$ cat src/rtl/fault_supervisor.sv
module fault_supervisor #(
  parameter int CS_CYCLES   = 3,
  parameter int RESTART_DLY = 16
) (
  input  logic       clk,
  input  logic       rst_n,
  input  logic       sup_above_on_i,
  input  logic       sup_below_off_i,
  input  logic       sup_ovp_i,
  input  logic       aux_ovp_i,
  input  logic       sense_sd_i,
  input  logic       temp_hot_i,
  input  logic       temp_cool_i,
  input  logic       cycle_stb_i,
  output logic       enable_o,
  output logic       gate_inhibit_o,
  output logic [2:0] cause_o
);
  localparam int CW = $clog2(CS_CYCLES + 1);
  localparam int DW = $clog2(RESTART_DLY + 1);
  localparam logic [CW-1:0] CS_LAST = CW'(CS_CYCLES - 1);
  localparam logic [DW-1:0] DLY_INIT = DW'(RESTART_DLY);

  logic [7:0] meta_q, sync_q;
  wire  [7:0] raw = {cycle_stb_i, temp_cool_i, temp_hot_i, sense_sd_i,
                     aux_ovp_i, sup_ovp_i, sup_below_off_i, sup_above_on_i};

  always_ff @(posedge clk or negedge rst_n)
    if (!rst_n) begin
      meta_q <= '0;
      sync_q <= '0;
    end else begin
      meta_q <= raw;
      sync_q <= meta_q;
    end

  wire s_on   = sync_q[0];
  wire s_off  = sync_q[1];
  wire s_vov  = sync_q[2];
  wire s_aux  = sync_q[3];
  wire s_cs   = sync_q[4];
  wire s_hot  = sync_q[5];
  wire s_cool = sync_q[6];
  wire s_stb  = sync_q[7];

  logic          vov_q, aux_q, cs_q, ot_q;
  logic [CW-1:0] cs_cnt;
  logic [DW-1:0] dly_q;

  wire any_q   = vov_q | aux_q | cs_q | ot_q;
  wire cs_trip = !cs_q && s_stb && s_cs && (cs_cnt == CS_LAST);
  wire vov_n   = s_vov;
  wire aux_n   = s_aux;
  wire cs_n    = cs_q ? s_cs : cs_trip;
  wire ot_n    = s_hot | (ot_q & ~s_cool);
  wire any_n   = vov_n | aux_n | cs_n | ot_n;
  wire en_n    = s_off ? 1'b0 : (s_on ? 1'b1 : enable_o);

  wire [3:0] fresh = {ot_n & ~ot_q, vov_n & ~vov_q, cs_n & ~cs_q, aux_n & ~aux_q};

  logic [2:0] cause_n;
  always_comb begin
    cause_n = cause_o;
    if (fresh[3])                               cause_n = 3'd4;
    else if (fresh[2])                          cause_n = 3'd1;
    else if (fresh[1])                          cause_n = 3'd3;
    else if (fresh[0])                          cause_n = 3'd2;
    else if (en_n && !enable_o && !any_n)       cause_n = 3'd0;
  end

  always_ff @(posedge clk or negedge rst_n)
    if (!rst_n) begin
      vov_q          <= 1'b0;
      aux_q          <= 1'b0;
      cs_q           <= 1'b0;
      ot_q           <= 1'b0;
      cs_cnt         <= '0;
      dly_q          <= '0;
      enable_o       <= 1'b0;
      gate_inhibit_o <= 1'b1;
      cause_o        <= 3'd0;
    end else begin
      vov_q    <= vov_n;
      aux_q    <= aux_n;
      cs_q     <= cs_n;
      ot_q     <= ot_n;
      enable_o <= en_n;
      cause_o  <= cause_n;
      if (cs_q || cs_trip)       cs_cnt <= '0;
      else if (s_stb)            cs_cnt <= s_cs ? cs_cnt + 1'b1 : '0;
      if (any_q)                 dly_q <= DLY_INIT;
      else if (dly_q != '0)      dly_q <= dly_q - 1'b1;
      gate_inhibit_o <= !enable_o || any_q || (dly_q != '0);
    end


  not_en_inh_chk: assert property (@(posedge clk) disable iff (!rst_n)
    !enable_o |=> gate_inhibit_o);

  fault_inh_chk: assert property (@(posedge clk) disable iff (!rst_n)
    any_q |=> gate_inhibit_o);

  en_hold_chk: assert property (@(posedge clk) disable iff (!rst_n)
    enable_o && !s_off |=> enable_o);

  cs_run_chk: assert property (@(posedge clk) disable iff (!rst_n)
    cs_cnt < CW'(CS_CYCLES));

  ot_release_chk: assert property (@(posedge clk) disable iff (!rst_n)
    $fell(ot_q) |-> $past(s_cool));

  release_chk: assert property (@(posedge clk) disable iff (!rst_n)
    $fell(gate_inhibit_o) |-> $past(enable_o && !any_q));

  cause_ot_chk: assert property (@(posedge clk) disable iff (!rst_n)
    $rose(ot_q) |-> cause_o == 3'd4);
endmodule

$ cat config.mk
export PLATFORM = sky130hd
export DESIGN_NAME = fault_supervisor
export DESIGN_NICKNAME = d
export VERILOG_FILES = /design/src/rtl/fault_supervisor.sv
export SDC_FILE = /design/constraint.sdc
export NUM_CORES = 1
export LEC_CHECK = 0
export BUFFER_PORTS_ARGS = -buffer_cell sky130_fd_sc_hd__buf_2
export CAP_MARGIN = 25
export CORE_UTILIZATION = 45
export CTS_CLUSTER_DIAMETER = 30
export CTS_CLUSTER_SIZE = 28
export DETAILED_ROUTE_END_ITERATION = 8
export SLEW_MARGIN = 10
export SYNTH_ARGS = -nofsm -noshare
export SYNTH_HDL_FRONTEND = slang
export SYNTH_SLANG_ARGS = --single-unit
export TNS_END_PERCENT = 1
$ cat constraint.sdc
create_clock -name clk -period 2.1 [get_ports clk]
set_clock_uncertainty 0.2 [all_clocks]
set_input_delay 0.42 -clock clk [delete_from_list [all_inputs] [get_ports clk]]
set_output_delay 0.42 -clock clk [all_outputs]
set_load 0.01 [all_outputs]
==> impl_results.md, run 1 <==
* Synth unique cells at 22
* Fillers at just under 200
* Post-synth EDFFs at 0
* Final Hold Fails at 0
* Flops & latches, synth at 32
* Pint at 0.000886 W
* Routed WL at around 1700 µm
* Async SR Flop Fraction at 1.00
* ANT nets after route at 0
* Commonest non-fill, non-tap cell in the layout: dfrtp_1
* CP Class: flop to flop
* CP startpoint: dly_q[0]
* Clk Latency, worst-skew pair at between 0.3 and 0.4 ns
* Post-synthesis xor/xnor area fraction at 0
* Crit path launch type: flop
* Die footprint at between 2000 and 3000 µm²
* Setup-failing EPs final at 0
* Total CTS buffers at 5
* Longest Clk Path Bufs at 2
* Simple-Gate Fraction of Synth Area at 0.170
* CP required at 2.13 ns
* Routed wire length per instance at about 12 µm
* Area Overhead vs Synth at 22.6%
* Mapped cell area at roughly 1100 µm²
* Gr usage total at 0.168
* Fraction of power spent switching nets at 0.251
* Most frequent cells in the layout: dfrtp_1 (31), buf_2 (14), nor2_1 (11)
* Status: complete, no violations
* Crit. End Element: flop
* Cell Rows at 17
* Setup TNS at 0 ns
* N_diodes at 0
* Share of power burned in registers at 0.583
* Net Switching at roughly 0.00030 W
* Clock transition at path regs at 0.10 ns
* CTS tree: built
* LEAKAGE at about 0.69 nW
* Gpl congestion at around 0.76
* Clock share of power at 0.305
* CTS Sinks at 32
* Main synth FF type: dfrtp_1
* Post-Syn Instances at slightly below 90
* Total number of vias at roughly 730
* Vias in the first global route at 706
* Pwr Total at 0.00118 W
* Sequential area share after synthesis at 0.707
* Largest family of logic cells by synthesized area: simple AND/OR/NAND/NOR gates
* Synth Warn # at 0
* Fraction of the mapped netlist area in adder cells at 0.0221
* RR Startpoint: dly_q[0]
* Largest net degree at the start of global routing at 33
* Max Transition Viols Final at 0
* Fin crit period at approximately 1.8 ns
* First-pass GRT wire length at roughly 3000 µm
* Relative slew slack at 0.554
* Initial antenna violation count at 0
* Worst slew pin tran at approximately 0.67 ns
* PD cells at roughly 850 nW/µm²
* Horiz. Die Dim at between 50 and 60 µm
* DRC viols at 0
* Final nets at about 130
* DRT iter0 DRCs at 1
* F_max at ~560 MHz
* Worst Hold Class: flop to flop
* Vias per cell at 4.95
* Hold Buf Count CTS at 9
* PortBufs at 14
* Mux cell area share after synthesis at 0.00992
* Complex-gate fraction of the synthesized area at 0.0617
* Peak VDD IR at 648 µV
* Gr ovfl total at 0
* Fin crit share at 0.844
* Synth Net Count at 101
* Critical path data arrival time at around 1.8 ns
* Core Area at 2300 µm²
* H-tree depth at 2
* Die height at about 52 µm
* Max-Cap Viols at 0
* Initial Util at 0.494
* Critical path peak fanout at 5
* Root Buffer Master: clkbuf_4
* Post-CTS setup buffer count at 0
* Initial DRT Pass Iterations at 4
* Logic gate share of total power at 0.112
* Share of layout cells above drive strength 1 at 0.217
* Average footprint of a synthesized cell at 12.8 µm²
* Post-DP HPWL at 1110 µm
* Unrepaired setup endpoints after global routing: no
* Hold Path Origin: meta_q[2]
* Post-cts sizing count at 0
* I/O pin cnt at 15
==> worst paths after layout <==
| check | end | slack (ns) | cells past startpoint |
|---|---|---|---|
| setup / recovery | dly_q[2] | 0.33 | 6 |
| hold / removal | sync_q[2] | 0.15 | 0 |
| setup reg to reg | dly_q[2] | 0.33 | 6 |
| hold reg to reg | sync_q[2] | 0.15 | 0 |
| max in group asynchronous | sync_q[4] | 0.81 | 2 |
| min in group asynchronous | dly_q[2] | 0.45 | 2 |
==> registers in the layout, summed over array words and instances, names as in the netlist <==
register / flops
aux_q: 1
cause_o: 3
cs_cnt: 2
cs_q: 1
dly_q: 5
enable_o: 1
gate_inhibit_o: 1
meta_q: 8
ot_q: 1
sync_q: 8
vov_q: 1
==> cell usage after synthesis (3+ instances only) <==
master | number | area share
nor2_1 | 11 | 0.036
inv_1 | 9 | 0.030
nand3_1 | 3 | 0.013
dfrtp_1 | 31 | 0.68
a21oi_1 | 5 | 0.022
nor4b_1 | 3 | 0.023
nand2_1 | 6 | 0.020
==> cell type report <==
class	instances	area [µm²]	area share
Clock buffer	6	51.3	0.0369
Clock inverter	2	10.0	0.00719
Inverter	9	33.8	0.0243
Multi-Input combinational cell	48	299	0.215
Sequential cell	32	802	0.576
Tap cell	28	35.0	0.0252
Timing Repair Buffer	23	160	0.115
==> cell families (layout without fill, tap and decap cells) <==
kind of cell             after synthesis  after routing
AO/OA/AOI/OAI                         11             11
multiplexers                           1              1
adder cells (fa/ha/maj)                2              2
flip-flops                            32             32
buffers and inverters                  9             40
AND/OR/NAND/NOR                       34             34
==> per-layer routing <==
metal / part of all wire / vias up / GRT usage
li1: - / 362 / -
met1: 0.47 / 346 / 0.194
met2: 0.47 / 22 / 0.250
met3: 0.044 / 2 / 0.0870
met4: 0.013 / 0 / 0.0921
met5: 0 / - / 0
==> worst max-delay path: stages (launching register included) <==
cell	delay, ns
dfrtp_1	0.40
inv_1	0.08
ha_1	0.22
or4b_4	0.52
nand2_1	0.08
mux2_1	0.13
nor2_1	0.04
==> metrics by stage <==
| step | std cells | hold WS [ns] | util | area, µm² | setup slack [ns] |
|---|---|---|---|---|---|
| floorplan | 89 | -0.0756 | - | 1130 | 0.462 |
| global placement | 131 | 0.131 | 0.540 | 1240 | 0.407 |
| detailed placement | 131 | 0.136 | 0.540 | 1240 | 0.349 |
| CTS | 148 | 0.158 | 0.606 | 1390 | 0.336 |
| global route | 148 | 0.162 | 0.606 | 1390 | 0.201 |
| finish | 148 | 0.154 | 0.606 | 1390 | 0.328 |
==> power by group through the flow <==
| stage | Clock (W) | Sequential (W) | Combinational [W] |
|---|---|---|---|
| after floorplan | 0 | 0.000702 | 0.0000727 |
| after global placement | 0 | 0.000702 | 0.000118 |
| after detailed placement | 0 | 0.000702 | 0.000122 |
| after CTS | 0.000376 | 0.000691 | 0.000135 |
| after global routing | 0.000409 | 0.000698 | 0.000154 |
| final | 0.000361 | 0.000690 | 0.000132 |
No activity file was read; power rests on OpenSTA's default activity.
==> run 2: changes to the inputs <==
clock period = 1.8 ns   (was 2.1 ns; I/O delays follow)
==> run 2 against run 1 <==
Compared with the run above: core utilization increased by 1.1 points; sequential cell count unchanged; clock-buffer cell count increased by 1; critical endpoint unchanged.
==> impl_results.md, run 2 (synthesized netlist as in run 1, its figures left out) <==
* Status: complete, no violations
* Routed WL at between 1500 and 2000 µm
* Initial DRT Pass Iterations at 4
* Die height at between 50 and 60 µm
* Worst Hold Class: flop to flop
* Total number of vias at 730
* CP Cell Sequence: inv_1 -> ha_4 -> or4b_4 -> nand2_1 -> mux2_1 -> nor2_1
* Reg2Reg Depth at 6
* Biggest regs: meta_q (8), sync_q (8), dly_q (5)
* Core Area at ~2300 µm²
* Area Overhead vs Synth at 24.8%
* Longest Clk Path Bufs at 2
* PortBufs at 14
* Post-DP HPWL at roughly 1100 µm
* Most frequent cells in the layout: dfrtp_1 (31), buf_2 (14), nor2_1 (11)
* DRC viols at 0
* Initial antenna violation count at 0
* Met3 WL at roughly 88 µm
* H-tree depth at 2
* DR WL met2 at approximately 860 µm
* Crit path launch type: flop
* Logic gate share of total power at 0.125
* Setup TNS at 0 ns
* Final nets at about 130
* PD cells at approximately 950 nW/µm²
* Worst slew pin tran at slightly below 0.4 ns
* F_max at 581 MHz
* Placed Instance Area at 1250 µm²
* Share of layout cells above drive strength 1 at 0.246
* Initial Util at 0.494
* First-pass GRT wire length at 2990 µm
* RR Startpoint: dly_q[0]
* Top Metal Used: met4
* Gpl congestion at about 0.75
* ANT nets after route at 0
* Vias in the first global route at 678
* Horiz. Die Dim at ~52 µm
* CP required at roughly 1.8 ns
* Clock share of power at 0.276
* Vias per cell at 4.87
* Inst Count DP at around 130
* Fin crit period at ~1.7 ns
* Final Cell Area at approximately 1400 µm²
* Clock transition at path regs at approximately 0.09 ns
* DRT iter0 DRCs at 5
* Clk Latency, worst-skew pair at approximately 0.32 ns
* CTS tree: built
* Pint at just over 0.001 W
* Largest net degree at the start of global routing at 33
* Max Transition Viols Final at 0
* Relative slew slack at 0.743
* Root Buffer Master: clkbuf_4
* RR Endpoint: dly_q[2]
* Max-Cap Viols at 0
* Flop2flop setup slack at roughly 0.08 ns
* I/O pin cnt at 15
* Net Switching at 0.000337 W
* Fin crit share at 0.956
* Hold Path End: sync_q[0]
* Setup-failing EPs final at 0
* Met1 WL at a little over 800 µm
* CP Class: flop to flop
* Hold Path Origin: meta_q[0]
* Critical path peak fanout at 5
* Commonest non-fill, non-tap cell in the layout: dfrtp_1
* Cell Rows at 17
* Gr usage total at 0.164
* Total CTS buffers at 5
* CP max stage cell: or4b_4
* N_diodes at 0
* Die footprint at around 2700 µm²
* Routed wire length per instance at ~12 µm
* Critical path data arrival time at around 1.7 ns
* Fraction of power spent switching nets at 0.250
* Share of power burned in registers at 0.599
* Hold slack at between 0.15 and 0.2 ns
* Delay of the slowest critical-path stage at 0.49 ns
* Crit. End Element: flop
* LEAKAGE at roughly 0.7 nW
* Final Hold Fails at 0
* WHS Path Cells at 0
* CTS Sinks at 32
* Fin cells at 150
* Peak VDD IR at roughly 660 µV
* Gr ovfl total at 0
[run 2: repair_timing]
item / in CTS / in global routing
setup endpoints to repair: 0 / 6
setup buffers: 0 / 0
hold buffers: 9 / 0
hold endpoints to repair: 39 / 0
resized for setup: 0 / 6
[run 2: per-stage QoR]
step	total power, W	setup slack [ns]	utilization
4_1_cts	0.00136	0.0527	0.607
5_1_grt	0.00143	-0.0119	0.617
3_3_place_gp	0.000958	0.122	0.546
6_report	0.00135	0.0799	0.617
2_1_floorplan	0.000904	0.162	-
3_5_place_dp	0.000966	0.0627	0.546
[run 2: power by group through the flow]
| stage | sequential (W) | clock, W | combinational, W |
|---|---|---|---|
| global placement | 0.000818 | 0 | 0.000140 |
| detailed placement | 0.000820 | 0 | 0.000146 |
| CTS | 0.000806 | 0.000392 | 0.000161 |
| floorplan | 0.000819 | 0 | 0.0000848 |
| global route | 0.000813 | 0.000425 | 0.000195 |
| finish | 0.000806 | 0.000372 | 0.000168 |
[run 2: layout make-up]
class | count | area (µm²)
fillers | 189 | 881
well taps | 28 | 35.0
repair buffers | 25 | 175
flip-flops and latches | 32 | 802
clock inverters | 1 | 5.00
multi-input cells | 48 | 320
inverters | 9 | 33.8
clock buffers | 7 | 45.0
[run 2: how the worst max path moves through the flow]
| stage | from | cells past startpoint | end |
|---|---|---|---|
| finish | dly_q[0] | 6 | dly_q[2] |
| global route | dly_q[0] | 6 | dly_q[2] |
| CTS | dly_q[0] | 6 | dly_q[2] |
| detailed placement | dly_q[0] | 6 | dly_q[2] |
| global placement | dly_q[0] | 6 | dly_q[2] |
| floorplan | dly_q[0] | 6 | dly_q[2] |
[run 2: critical path: cells and delay by family (launching register included)]
kind | cells | cell delay [ns]
simple gates | 3 | 0.61
flops | 1 | 0.39
fa+ha+maj | 1 | 0.17
buf+inv | 1 | 0.13
mux | 1 | 0.12
[run 2: metal layers]
metal	GRT usage	vias to the layer above
li1	-	362
met1	0.203	346
met2	0.246	18
met3	0.0783	4
met4	0.0658	0
met5	0	-
